<file path="src/rtl/mcpu_pkg.sv">
package mcpu_pkg;

    localparam int unsigned WORD_W = 32;
    localparam int unsigned RIDX_W = 5;
    localparam int unsigned IMM_W  = 16;

    localparam logic [5:0] OPC_RR   = 6'h00;
    localparam logic [5:0] OPC_BEQZ = 6'h04;
    localparam logic [5:0] OPC_BNEZ = 6'h05;
    localparam logic [5:0] OPC_ADDI = 6'h08;
    localparam logic [5:0] OPC_SLTI = 6'h0A;
    localparam logic [5:0] OPC_ANDI = 6'h0C;
    localparam logic [5:0] OPC_ORI  = 6'h0D;
    localparam logic [5:0] OPC_XORI = 6'h0E;
    localparam logic [5:0] OPC_LW   = 6'h23;
    localparam logic [5:0] OPC_SW   = 6'h2B;

    localparam logic [5:0] FN_SLL = 6'h04;
    localparam logic [5:0] FN_SRL = 6'h06;
    localparam logic [5:0] FN_SRA = 6'h07;
    localparam logic [5:0] FN_ADD = 6'h20;
    localparam logic [5:0] FN_SUB = 6'h22;
    localparam logic [5:0] FN_AND = 6'h24;
    localparam logic [5:0] FN_OR  = 6'h25;
    localparam logic [5:0] FN_XOR = 6'h26;
    localparam logic [5:0] FN_SLT = 6'h2A;

    typedef enum logic [2:0] {
        ST_FETCH,
        ST_DECODE,
        ST_EXEC,
        ST_MEM,
        ST_WB
    } step_t;

    typedef enum logic [3:0] {
        ALU_ADD, ALU_SUB, ALU_AND, ALU_OR, ALU_XOR,
        ALU_SLT, ALU_SLL, ALU_SRL, ALU_SRA
    } alu_op_t;

    typedef enum logic [2:0] {
        K_NOP, K_RR, K_RI, K_LOAD, K_STORE, K_BRANCH
    } kind_t;

    // Instruction word split at fixed positions (MSB first).
    typedef struct packed {
        logic [5:0]        opc;
        logic [RIDX_W-1:0] rs;
        logic [RIDX_W-1:0] rt;
        logic [RIDX_W-1:0] rd;
        logic [4:0]        shamt;
        logic [5:0]        fn;
    } ifmt_t;

    typedef struct packed {
        kind_t   kind;
        alu_op_t op;
        logic    on_zero;
    } dec_t;

    function automatic dec_t decode(input logic [5:0] opc, input logic [5:0] fn);
        dec_t d;
        d.kind    = K_NOP;
        d.op      = ALU_ADD;
        d.on_zero = 1'b0;
        case (opc)
            OPC_RR: begin
                d.kind = K_RR;
                case (fn)
                    FN_ADD:  d.op = ALU_ADD;
                    FN_SUB:  d.op = ALU_SUB;
                    FN_AND:  d.op = ALU_AND;
                    FN_OR:   d.op = ALU_OR;
                    FN_XOR:  d.op = ALU_XOR;
                    FN_SLT:  d.op = ALU_SLT;
                    FN_SLL:  d.op = ALU_SLL;
                    FN_SRL:  d.op = ALU_SRL;
                    FN_SRA:  d.op = ALU_SRA;
                    default: d.kind = K_NOP;
                endcase
            end
            OPC_ADDI: begin d.kind = K_RI; d.op = ALU_ADD; end
            OPC_SLTI: begin d.kind = K_RI; d.op = ALU_SLT; end
            OPC_ANDI: begin d.kind = K_RI; d.op = ALU_AND; end
            OPC_ORI:  begin d.kind = K_RI; d.op = ALU_OR;  end
            OPC_XORI: begin d.kind = K_RI; d.op = ALU_XOR; end
            OPC_LW:   d.kind = K_LOAD;
            OPC_SW:   d.kind = K_STORE;
            OPC_BEQZ: begin d.kind = K_BRANCH; d.on_zero = 1'b1; end
            OPC_BNEZ: d.kind = K_BRANCH;
            default:  d.kind = K_NOP;
        endcase
        return d;
    endfunction

    function automatic logic [WORD_W-1:0] sext_imm(input logic [IMM_W-1:0] v);
        return {{(WORD_W-IMM_W){v[IMM_W-1]}}, v};
    endfunction

    function automatic logic writes_reg(input kind_t k);
        return (k == K_RR) || (k == K_RI) || (k == K_LOAD);
    endfunction

endpackage

</file>
<file path="src/rtl/mcpu_regfile.sv">
module mcpu_regfile #(
    parameter int unsigned NREG = 32,
    parameter int unsigned DW   = 32,
    localparam int unsigned AW  = $clog2(NREG)
) (
    input  logic          clk,
    input  logic [AW-1:0] ra_a,
    input  logic [AW-1:0] ra_b,
    output logic [DW-1:0] rd_a,
    output logic [DW-1:0] rd_b,
    input  logic          we,
    input  logic [AW-1:0] wa,
    input  logic [DW-1:0] wd
);
    logic [DW-1:0] regs [NREG];

    always_ff @(posedge clk) begin
        if (we && (wa != '0)) begin
            regs[wa] <= wd;
        end
    end

    assign rd_a = (ra_a == '0) ? '0 : regs[ra_a];
    assign rd_b = (ra_b == '0) ? '0 : regs[ra_b];
endmodule

</file>
<file path="src/rtl/mcpu_alu.sv">
module mcpu_alu
    import mcpu_pkg::*;
#(
    parameter int unsigned DW = WORD_W,
    localparam int unsigned SH_W = $clog2(DW)
) (
    input  alu_op_t       op,
    input  logic [DW-1:0] x,
    input  logic [DW-1:0] y,
    output logic [DW-1:0] z
);
    logic [SH_W-1:0] sh;
    assign sh = y[SH_W-1:0];

    always_comb begin
        case (op)
            ALU_ADD: z = x + y;
            ALU_SUB: z = x - y;
            ALU_AND: z = x & y;
            ALU_OR:  z = x | y;
            ALU_XOR: z = x ^ y;
            ALU_SLT: z = ($signed(x) < $signed(y)) ? DW'(1) : '0;
            ALU_SLL: z = x << sh;
            ALU_SRL: z = x >> sh;
            ALU_SRA: z = DW'($signed(x) >>> sh);
            default: z = x + y;
        endcase
    end

    // a difference added back to the subtrahend restores the minuend
    always_comb begin
        if (op == ALU_SUB) begin
            p_sub_inverse_r4: assert (z + y == x);
        end
    end
endmodule

</file>
<file path="src/rtl/mcpu_ctrl.sv">
module mcpu_ctrl
    import mcpu_pkg::*;
#(
    parameter int unsigned CNT_W = 32
) (
    input  logic             clk,
    input  logic             rst,
    input  kind_t            kind,
    output step_t            step,
    output logic             retire,
    output logic [CNT_W-1:0] cycles
);
    step_t step_nxt;

    always_comb begin
        case (step)
            ST_FETCH:  step_nxt = ST_DECODE;
            ST_DECODE: step_nxt = ST_EXEC;
            ST_EXEC:   step_nxt = ST_MEM;
            ST_MEM:    step_nxt = (kind == K_BRANCH) ? ST_FETCH : ST_WB;
            default:   step_nxt = ST_FETCH;
        endcase
    end

    always_ff @(posedge clk) begin
        if (rst) begin
            step   <= ST_FETCH;
            cycles <= '0;
        end else begin
            step   <= step_nxt;
            cycles <= cycles + CNT_W'(1);
        end
    end

    assign retire = (step == ST_WB) || ((step == ST_MEM) && (kind == K_BRANCH));

    // execute is always followed by the memory step
    p_exec_then_mem_r9: assert property (@(posedge clk) disable iff (rst)
        (step == ST_EXEC) |=> (step == ST_MEM));

    // every completion is followed by a fresh fetch
    p_retire_restart_r9: assert property (@(posedge clk) disable iff (rst)
        retire |=> (step == ST_FETCH));

    // the cycle count advances by one each clock out of reset
    p_count_step_r9: assert property (@(posedge clk) disable iff (rst)
        1'b1 |=> (cycles == $past(cycles) + CNT_W'(1)));
endmodule

</file>
<file path="src/rtl/mcpu_core.sv">
module mcpu_core
    import mcpu_pkg::*;
#(
    parameter int unsigned NREG  = 32,
    parameter int unsigned CNT_W = 32
) (
    input  logic              clk,
    input  logic              rst,
    output logic [WORD_W-1:0] imem_addr,
    input  logic [WORD_W-1:0] imem_rdata,
    output logic [WORD_W-1:0] dmem_addr,
    output logic [WORD_W-1:0] dmem_wdata,
    output logic              dmem_we,
    output logic              dmem_re,
    input  logic [WORD_W-1:0] dmem_rdata,
    output logic              retire,
    output logic [CNT_W-1:0]  cycle_count
);
    localparam int unsigned AW = $clog2(NREG);
    localparam logic [WORD_W-1:0] STEP_BYTES = WORD_W'(WORD_W / 8);

    // Holding registers between steps
    logic [WORD_W-1:0] pc, ir, npc, opa, opb, imm, alu_q, lmd;
    logic              cond;

    step_t  step;
    ifmt_t  fld;
    dec_t   dec;
    logic [WORD_W-1:0] rf_a, rf_b, alu_x, alu_y, alu_z, wb_data;
    logic [AW-1:0]     wb_addr;
    logic              wb_en, br_take;

    assign fld = ifmt_t'(ir);
    assign dec = decode(fld.opc, fld.fn);

    mcpu_ctrl #(.CNT_W(CNT_W)) u_ctrl (
        .clk    (clk),
        .rst    (rst),
        .kind   (dec.kind),
        .step   (step),
        .retire (retire),
        .cycles (cycle_count)
    );

    mcpu_regfile #(.NREG(NREG), .DW(WORD_W)) u_rf (
        .clk  (clk),
        .ra_a (AW'(fld.rs)),
        .ra_b (AW'(fld.rt)),
        .rd_a (rf_a),
        .rd_b (rf_b),
        .we   (wb_en),
        .wa   (wb_addr),
        .wd   (wb_data)
    );

    assign alu_x = (dec.kind == K_BRANCH) ? npc : opa;
    assign alu_y = (dec.kind == K_RR) ? opb : imm;

    mcpu_alu #(.DW(WORD_W)) u_alu (
        .op (dec.op),
        .x  (alu_x),
        .y  (alu_y),
        .z  (alu_z)
    );

    assign br_take = (dec.kind == K_BRANCH) && cond;

    always_ff @(posedge clk) begin
        if (rst) begin
            pc    <= '0;
            ir    <= '0;
            npc   <= '0;
            opa   <= '0;
            opb   <= '0;
            imm   <= '0;
            alu_q <= '0;
            cond  <= 1'b0;
            lmd   <= '0;
        end else begin
            case (step)
                ST_FETCH: begin
                    ir  <= imem_rdata;
                    npc <= pc + STEP_BYTES;
                end
                ST_DECODE: begin
                    opa <= rf_a;
                    opb <= rf_b;
                    imm <= sext_imm({fld.rd, fld.shamt, fld.fn});
                end
                ST_EXEC: begin
                    alu_q <= alu_z;
                    cond  <= dec.on_zero ? (opa == '0) : (opa != '0);
                end
                ST_MEM: begin
                    if (dec.kind == K_LOAD) begin
                        lmd <= dmem_rdata;
                    end
                    pc <= br_take ? alu_q : npc;
                end
                default: ;
            endcase
        end
    end

    assign wb_en   = (step == ST_WB) && writes_reg(dec.kind);
    assign wb_addr = (dec.kind == K_RR) ? AW'(fld.rd) : AW'(fld.rt);
    assign wb_data = (dec.kind == K_LOAD) ? lmd : alu_q;

    assign imem_addr  = pc;
    assign dmem_addr  = alu_q;
    assign dmem_wdata = opb;
    assign dmem_we    = (step == ST_MEM) && (dec.kind == K_STORE);
    assign dmem_re    = (step == ST_MEM) && (dec.kind == K_LOAD);

    // reset leaves the fetch address at zero and no completion pending
    p_reset_vector_r1: assert property (@(posedge clk)
        rst |=> ((imem_addr == '0) && !retire));

    // the sequential address is the fetched PC plus one word
    p_next_seq_r2: assert property (@(posedge clk) disable iff (rst)
        (step == ST_FETCH) |=> (npc == $past(pc) + STEP_BYTES));

    // a store strobe never lasts two cycles
    p_store_pulse_r7: assert property (@(posedge clk) disable iff (rst)
        dmem_we |=> !dmem_we);

    // a taken branch lands on the address formed in execute
    p_branch_target_r8: assert property (@(posedge clk) disable iff (rst)
        ((step == ST_MEM) && br_take) |=> (pc == $past(alu_q)));

    // a branch goes straight back to fetch after its memory step
    p_branch_short_r9: assert property (@(posedge clk) disable iff (rst)
        ((step == ST_MEM) && (dec.kind == K_BRANCH)) |=> (step == ST_FETCH));

    // the PC moves only at the end of the memory step
    p_pc_hold_r11: assert property (@(posedge clk) disable iff (rst)
        (step != ST_MEM) |=> $stable(pc));
endmodule

</file>
<file path="config.mk">
export PLATFORM = sky130hd
export DESIGN_NAME = mcpu_core
export DESIGN_NICKNAME = d
export VERILOG_FILES = /design/src/rtl/mcpu_pkg.sv /design/src/rtl/mcpu_regfile.sv /design/src/rtl/mcpu_alu.sv /design/src/rtl/mcpu_ctrl.sv /design/src/rtl/mcpu_core.sv
export SDC_FILE = /design/constraint.sdc
export NUM_CORES = 2
export LEC_CHECK = 0
export BUFFER_PORTS_ARGS = -buffer_cell sky130_fd_sc_hd__buf_2
export CAP_MARGIN = 40
export CORE_UTILIZATION = 60
export CTS_CLUSTER_SIZE = 10
export DETAILED_ROUTE_END_ITERATION = 8
export PLACE_DENSITY = 0.84
export SLEW_MARGIN = 30
export SYNTH_ARGS = -nofsm -noshare
export SYNTH_HDL_FRONTEND = slang
export SYNTH_HIERARCHICAL = 1
export SYNTH_SLANG_ARGS = --single-unit
</file>
<file path="constraint.sdc">
create_clock -name clk -period 5.6 [get_ports clk]
set_input_delay 0.28 -clock clk [delete_from_list [all_inputs] [get_ports clk]]
set_output_delay 0.28 -clock clk [all_outputs]
set_load 0.02 [all_outputs]
</file>
# After elaboration in Yosys (flattened, before gate mapping)
# Memories as Yosys holds them, arrays and structs flattened. A register that Yosys moved wholly into a read port is not among the register bits.
# Index checks and enable logic that the tools add are counted.
# W data, S select, Z words.
classes:
  n_bitwise: 3
  add_sub_neg: 4
  order_cmp: 1
  n_eq_ne: 35
  mux: 23
  n_reduce_logical: 20
  shifts: 3
ops:
  columns: ["op", "n"]
  rows:
  - ["$pmux W32 S8", 1]
  - ["$mux W32", 6]
  - ["$eq A6 B6 Y1 const B", 8]
  - ["$add A32 B1 Y32 const B", 1]
  - ["$add A32 B3 Y32 const B", 1]
  - ["$add A32 B32 Y32", 1]
  - ["$and A32 B32 Y32", 1]
  - ["$logic_not A32 Y1", 1]
  - ["$lt A32 B32 Y1", 1]
  - ["$or A32 B32 Y32", 1]
  - ["$pmux W4 S8", 1]
  - ["$reduce_bool A32 Y1", 1]
  - ["$shl A32 B5 Y32", 1]
  - ["$shr A32 B5 Y32", 1]
  - ["$sshr A32 B5 Y32", 1]
  - ["$sub A32 B32 Y32", 1]
  - ["$xor A32 B32 Y32", 1]
  - ["$eq A6 B3 Y1 const B", 5]
  - ["$eq A6 B4 Y1 const B", 5]
  - ["$mux W5", 5]
  - ["$pmux W4 S5", 1]
  - ["$eq A4 B3 Y1 const B", 4]
  - ["$pmux W3 S5", 1]
  - ["$eq A3 B2 Y1 const B", 4]
  - ["other kinds (18)", 35]
totals:
  output_inout_bits: 131
  ramBits: 1024
  ff_bits: 276
  in_bits: 66
  mem_count: 1
  word_cells: 101
mem_list:
  columns: ["name", "depth", "word_bits", "rd", "rd_clocked_by_memory_dff", "write_ports", "line_no", "source"]
  rows:
  - ["u_rf.regs", 32, 32, 2, 2, 1, "mcpu_regfile.sv:15", "logic [DW-1:0] regs [NREG];"]

# Logic depth before layout (Yosys ltp)
depth:
  depth_word: 11
  mapped_depth: 25
  depth_no_buf: 18

# Hierarchy
# Netlist, hierarchy kept.
by_module_without_submodules:
  columns: ["mod", "area_per_inst_um2", "instances", "cells_each"]
  rows:
  - ["mcpu_regfile", 47904.7, 1, 2564]
  - ["mcpu_core", 10726.5, 1, 1296]
  - ["mcpu_alu", 8557.0, 1, 1273]
  - ["mcpu_ctrl", 1547.7, 1, 180]

# Worst setup path before layout
# OpenSTA, ideal clock, no wires.
synth_path:
  path_kind: "reg-to-reg"
  from: "register ir[2] (netlist: fld[2])"
  to: "register alu_q[31] (netlist: dmem_addr[31])"
  path_slack_ps: 482
  t_arrival_ps: 5047
  path_buffers: 5
  required_ps: 5530
  path_stages_with_launch: 23
  cell_sequence: "dfxtp_1 clkbuf_1 nor3b_1 o211a_1 o31ai_1 clkbuf_1 a22o_1 inv_2 buf_2 buf_1 clkbuf_1 ha_1 a21o_1 nand4_1 a2111oi_0 a211o_1 a31o_1 a21oi_2 o31ai_1 or4_1 a2bb2oi_2 nand2_1 a21oi_1"
synth_via:
  elab_chain_cells: 8
  elab_cells_between_ends: 35
  cone_classes: "2 x add/sub; 19 x eq/ne; 3 x shift; 7 x mux; 3 x bitwise; 1 x reduce/logical"
synth_rtl:
  columns: ["element", "line_no", "source"]
  rows:
  - ["start: declaration", "mcpu_core.sv:23", "logic [WORD_W-1:0] pc, ir, npc, opa, opb, imm, alu_q, lmd;"]
  - ["start signal: assignment", "mcpu_core.sv:82", "ir <= imem_rdata;"]
  - ["$eq A6 B3 Y1 or $eq A6 B6 Y1 (tied branches)", "mcpu_pkg.sv:69", "case (fn)"]
  - ["$reduce_or A9 Y1 (no source line) (*)", null, null]
  - ["$mux W1 (*)", "mcpu_pkg.sv:69", null]
  - ["$pmux W3 S5 (*)", "mcpu_pkg.sv:66", "case (opc)"]
  - ["$eq A3 B1 Y1 (*)", "mcpu_core.sv:57", "assign alu_y = (dec.kind == K_RR) ? opb : imm;"]
  - ["$mux W32 (*)", "mcpu_core.sv:57", null]
  - ["named net alu_y[1]", "mcpu_core.sv:29", "logic [WORD_W-1:0] rf_a, rf_b, alu_x, alu_y, alu_z, wb_data;"]
  - ["$add A32 B32 Y32, or another cell as far along", "mcpu_alu.sv:17, mcpu_alu.sv:26", null]
  - ["$pmux W32 S8 (*)", "mcpu_alu.sv:16", "case (op)"]
  - ["named net alu_z[31]", "mcpu_core.sv:29", null]
  - ["end signal: assignment", "mcpu_core.sv:91", "alu_q <= alu_z;"]
  - ["end: declaration", "mcpu_core.sv:23", null]
# The timed path passes the listed nets; every way through them passes the cells marked *.
# A chain may end at the register's enable or synchronous reset.

# Worst setup path after layout
layout_path:
  from: "register ir[29] (netlist: fld[29])"
  to: "register alu_q[26] (netlist: dmem_addr[26])"
layout_via:
  elab_chain_cells: 7
  elab_cells_between_ends: 35
  cone_classes: "2 x add/sub; 19 x eq/ne; 3 x shift; 5 x mux; 3 x bitwise; 3 x reduce/logical"
layout_rtl:
  columns: ["element", "line_no"]
  rows:
  - ["$eq A6 B4 Y1 or $eq A6 B3 Y1 (tied branches)", "mcpu_pkg.sv:66"]
  - ["$reduce_or A5 Y1 (no source line) or $reduce_or A2 Y1 (tied branches)", null]
  - ["$pmux W3 S5 (*)", "mcpu_pkg.sv:66"]
  - ["$eq A3 B1 Y1 (*)", "mcpu_core.sv:57"]
  - ["$mux W32 (*)", "mcpu_core.sv:57"]
  - ["named net alu_y[2]", "mcpu_core.sv:29"]
  - ["$add A32 B32 Y32, or another cell as far along", "mcpu_alu.sv:17, mcpu_alu.sv:26"]
  - ["$pmux W32 S8 (*)", "mcpu_alu.sv:16"]
  - ["named net alu_z[26]", "mcpu_core.sv:29"]
# Marks and branches as above.

==> metrics.md <==
| Metric | Value |
|---|---|
| Crit path launch type | register |
| H-tree Lvls | 4 |
| Area Overhead vs Synth | 12.0% |
| Clock-pin slew on the worst setup and hold paths | 60 ps |
| Port buffer count | between 150 and 200 |
| Sw Share | 0.300 |
| Yosys cell types | 103 |
| Clock Skew | 31.5 ps |
| Core ar. | 113000 um2 |
| Vias per inst | 7.83 |
| RSZ-0062 raised after global routing | false |
| Drt drc | 0 |
| Yosys top cell area share | 0.447 |
| First-pass GRT wire length | 364000 um |
| Seq cells post-synth | 1300 |
| Final min period | 5120 ps |
| GP Congestion | 1.05 |
| Die footprint | 116000 um2 |
| Place WS | approximately 560 ps |
| Initial Util | 0.608 |
| Slowest stage delay, CP | about 550 ps |
| Max-slew headroom | 0.356 |
| Number of DRC markers in iteration 0 | 10.3k |
| Mapped Area | slightly below 70000 um2 |
| Largest net degree at the start of global routing | 111 |
| Comb pwr share | 0.198 |
| Initial antenna violation count | 18 |
| Dominant cell type by area after synthesis | edfxtp_1 |
| Top cells by area, synth | edfxtp_1 (45%), mux4_2 (11%), dfxtp_1 (8.0%) |
| Antenna viol nets, final | 0 |
| Placed cell count | just under 7k |
| Synth Instances | approximately 5.3k |
| CP max stage cell | or4_4 |
| Crit-path max FO | 9 |
| Maximum VDD drop | about 0.35 mV |
| Max Cap Violations | 0 |
| WP data required | 6240 ps |
| Post-synthesis sequential area ratio | 0.528 |
| Fin. Hold Viols | 0 |
| Clock Tree Buf Depth | 3 |
| Die Y-Extent | between 300 and 400 um |
| Pre-antenna DRT Iters | 8 |
| # rows | 123 |
| Part of the power in registers | 0.442 |
| Die width | 340 um |
| Vias after detailed routing | 55.4k |
| Endpoint class of the critical path | register |
| NetSw | roughly 7300 uW |
| Final TNS setup | 0 ps |
| Dpl cell area | 71900 um2 |
| Synthesis Warnings | 6 |
| Final setup viols | 0 |
| Critical path, cell by cell | or4_4, or2_1, a21oi_4, buf_4, a22o_2, inv_1, ha_1, o21bai_1, a21oi_1, o21ai_0, a21oi_2, o21ai_2, buf_4, a21o_1, a311o_1, a221o_1, a21o_1, nand2_1, a21oi_1 |
| TritonCTS clock tree | done |
| Tot Pwr | 24500 uW |
| Status | finished, final reports clean |
| Total clock sinks | 1300 |
| Pwr Density | 319 nW/um2 |
| Ys async rst share | 0 |
| Routed wire per std cell | 36.4 um |
| Mean post-synth cell area | 12.9 um2 |
| Vias in the first global route | 53.1k |
| Num ports | 197 |
| Worst hold path class | in2reg |
| Buf/Inv on CP | 3 |
| NumNets Final | 5683 |
| Total CTS buffers | 151 |
| Max-slew violation count | 0 |
| Final setup margin | between 400 and 500 ps |
| Leak pwr | 0.0260 uW |
| Period utilization | 0.915 |
| Most used flip-flop cell after synthesis | edfxtp_1 |
| All-Layer GR Usage | 0.433 |
| Fmax achieved | 195 MHz |
| Clock power frac | 0.360 |
| Worst Path Arrival | ~5800 ps |
| CTS Root Cell | clkbuf_16 |
| Synth top cells by count | edfxtp_1 (1024), nand2_1 (515), mux2i_1 (433) |
| Largest delay share family, worst path | compound AO/OA/AOI/OAI gates |
| Fraction of layout cells with a size suffix above 1 | 0.216 |
| Non-filler cells, final | 7075 |
| Hpwl dp | 156000 um |
| Worst Max-Slew Pin Slew | 960 ps |
| Skew-Pair Late Insertion Delay | 790 ps |
| Post-route cell area | 77000 um2 |
| Final WL | 257000 um |
| EDFF count, synth | 1024 |
| GRT overflow | 0 |
| Internal power | 17200 uW |
| Crit path kind | reg2reg |
| Cell with the most instances after synthesis | edfxtp_1 |
state kept, by name (all words and copies together), names as in the netlist:
| signal | cells |
|---|---|
| npc | 32 |
| imm | 16 |
| dmem_addr | 32 |
| dmem_wdata | 32 |
| imem_addr | 32 |
| opa | 32 |
| u_rf/regs | 1024 |
| u_ctrl/cycles | 32 |
| lmd | 32 |
| u_ctrl/step | 3 |
| fld | 32 |
| cond | 1 |
kinds of logic after synthesis:
group / synth area share
simple gates: 0.0753
other cells: 0.0000546
fa+ha+maj: 0.0186
flops: 0.528
compound gates: 0.123
xor+xnor: 0.00319
mux: 0.215
buf+inv: 0.0368
metal layers:
layer  wire length, um  up-vias  track usage
met5               107        -     0.000408
met4             23600       18        0.311
met3             43400     1718        0.175
met2            111000     6031        0.637
met1             79200    26292        0.518
li1                  -    21311            -
layout make-up:
type                            count  area [um2]
Tap cell                         1500        1880
Antenna cell                        6        15.0
Clock inverter                     21         243
Sequential cell                  1300       36300
Timing Repair Buffer              454        3670
Fill cell                        7194       36000
Inverter                          117         440
Multi-Input combinational cell   3492       30500
Clock buffer                      185        3950
final timing paths:
check | start | end | slack (ps) | cells past startpoint
setup / recovery | fld[29] | dmem_addr[26] | 480 | 19
hold / removal | rst | u_ctrl/cycles[6] | 110 | 2
setup reg to reg | fld[29] | dmem_addr[26] | 480 | 19
hold reg to reg | fld[8] | fld[8] | 470 | 2
metrics by stage:
| stage | utilization | hold slack (ps) |
|---|---|---|
| floorplan | - | 416 |
| global placement | 0.635 | 450 |
| detailed placement | 0.637 | 458 |
| global route | 0.681 | 109 |
| CTS | 0.680 | 71.7 |
| finish | 0.681 | 109 |
power groups by stage:
stage / clock (uW) / combinational (uW) / sequential [uW]
global placement: 0 / 4340 / 11000
floorplan: 0 / 2990 / 10900
CTS: 8770 / 4530 / 10800
global route: 9130 / 4960 / 10800
detailed placement: 0 / 4440 / 11000
finish: 8830 / 4860 / 10800
repair_timing:
| item | CTS | global route |
|---|---|---|
| resized for setup | 0 | 0 |
| setup buffers | 0 | 0 |
| hold buffers | 64 | 0 |
| endpoints found under the hold margin | 64 | 0 |
cells in the final DEF, fill, tap and decap left out, drive strengths merged, types with 17 or more instances in the layout:
cell         instances
edfxtp            1024
nand2              515
mux2i              433
buf                388
mux4               385
a21oi              346
dfxtp              276
nor2               259
o21ai              224
clkbuf             187
mux2               147
inv                124
ha                  99
a211oi              98
o221ai              81
a221oi              76
a22oi               75
dlygate4sd3         64
nor2b               57
nand4               49
nand3               49
a21o                48
nor3                42
a311oi              40
o31ai               34
conb                32
or4                 31
a31oi               27
or3                 27
a22o                25
o211ai              23
o2111ai             19
xnor2               19
o21bai              17
nor4                17
Note: power is estimated with default switching activity, not from simulation.
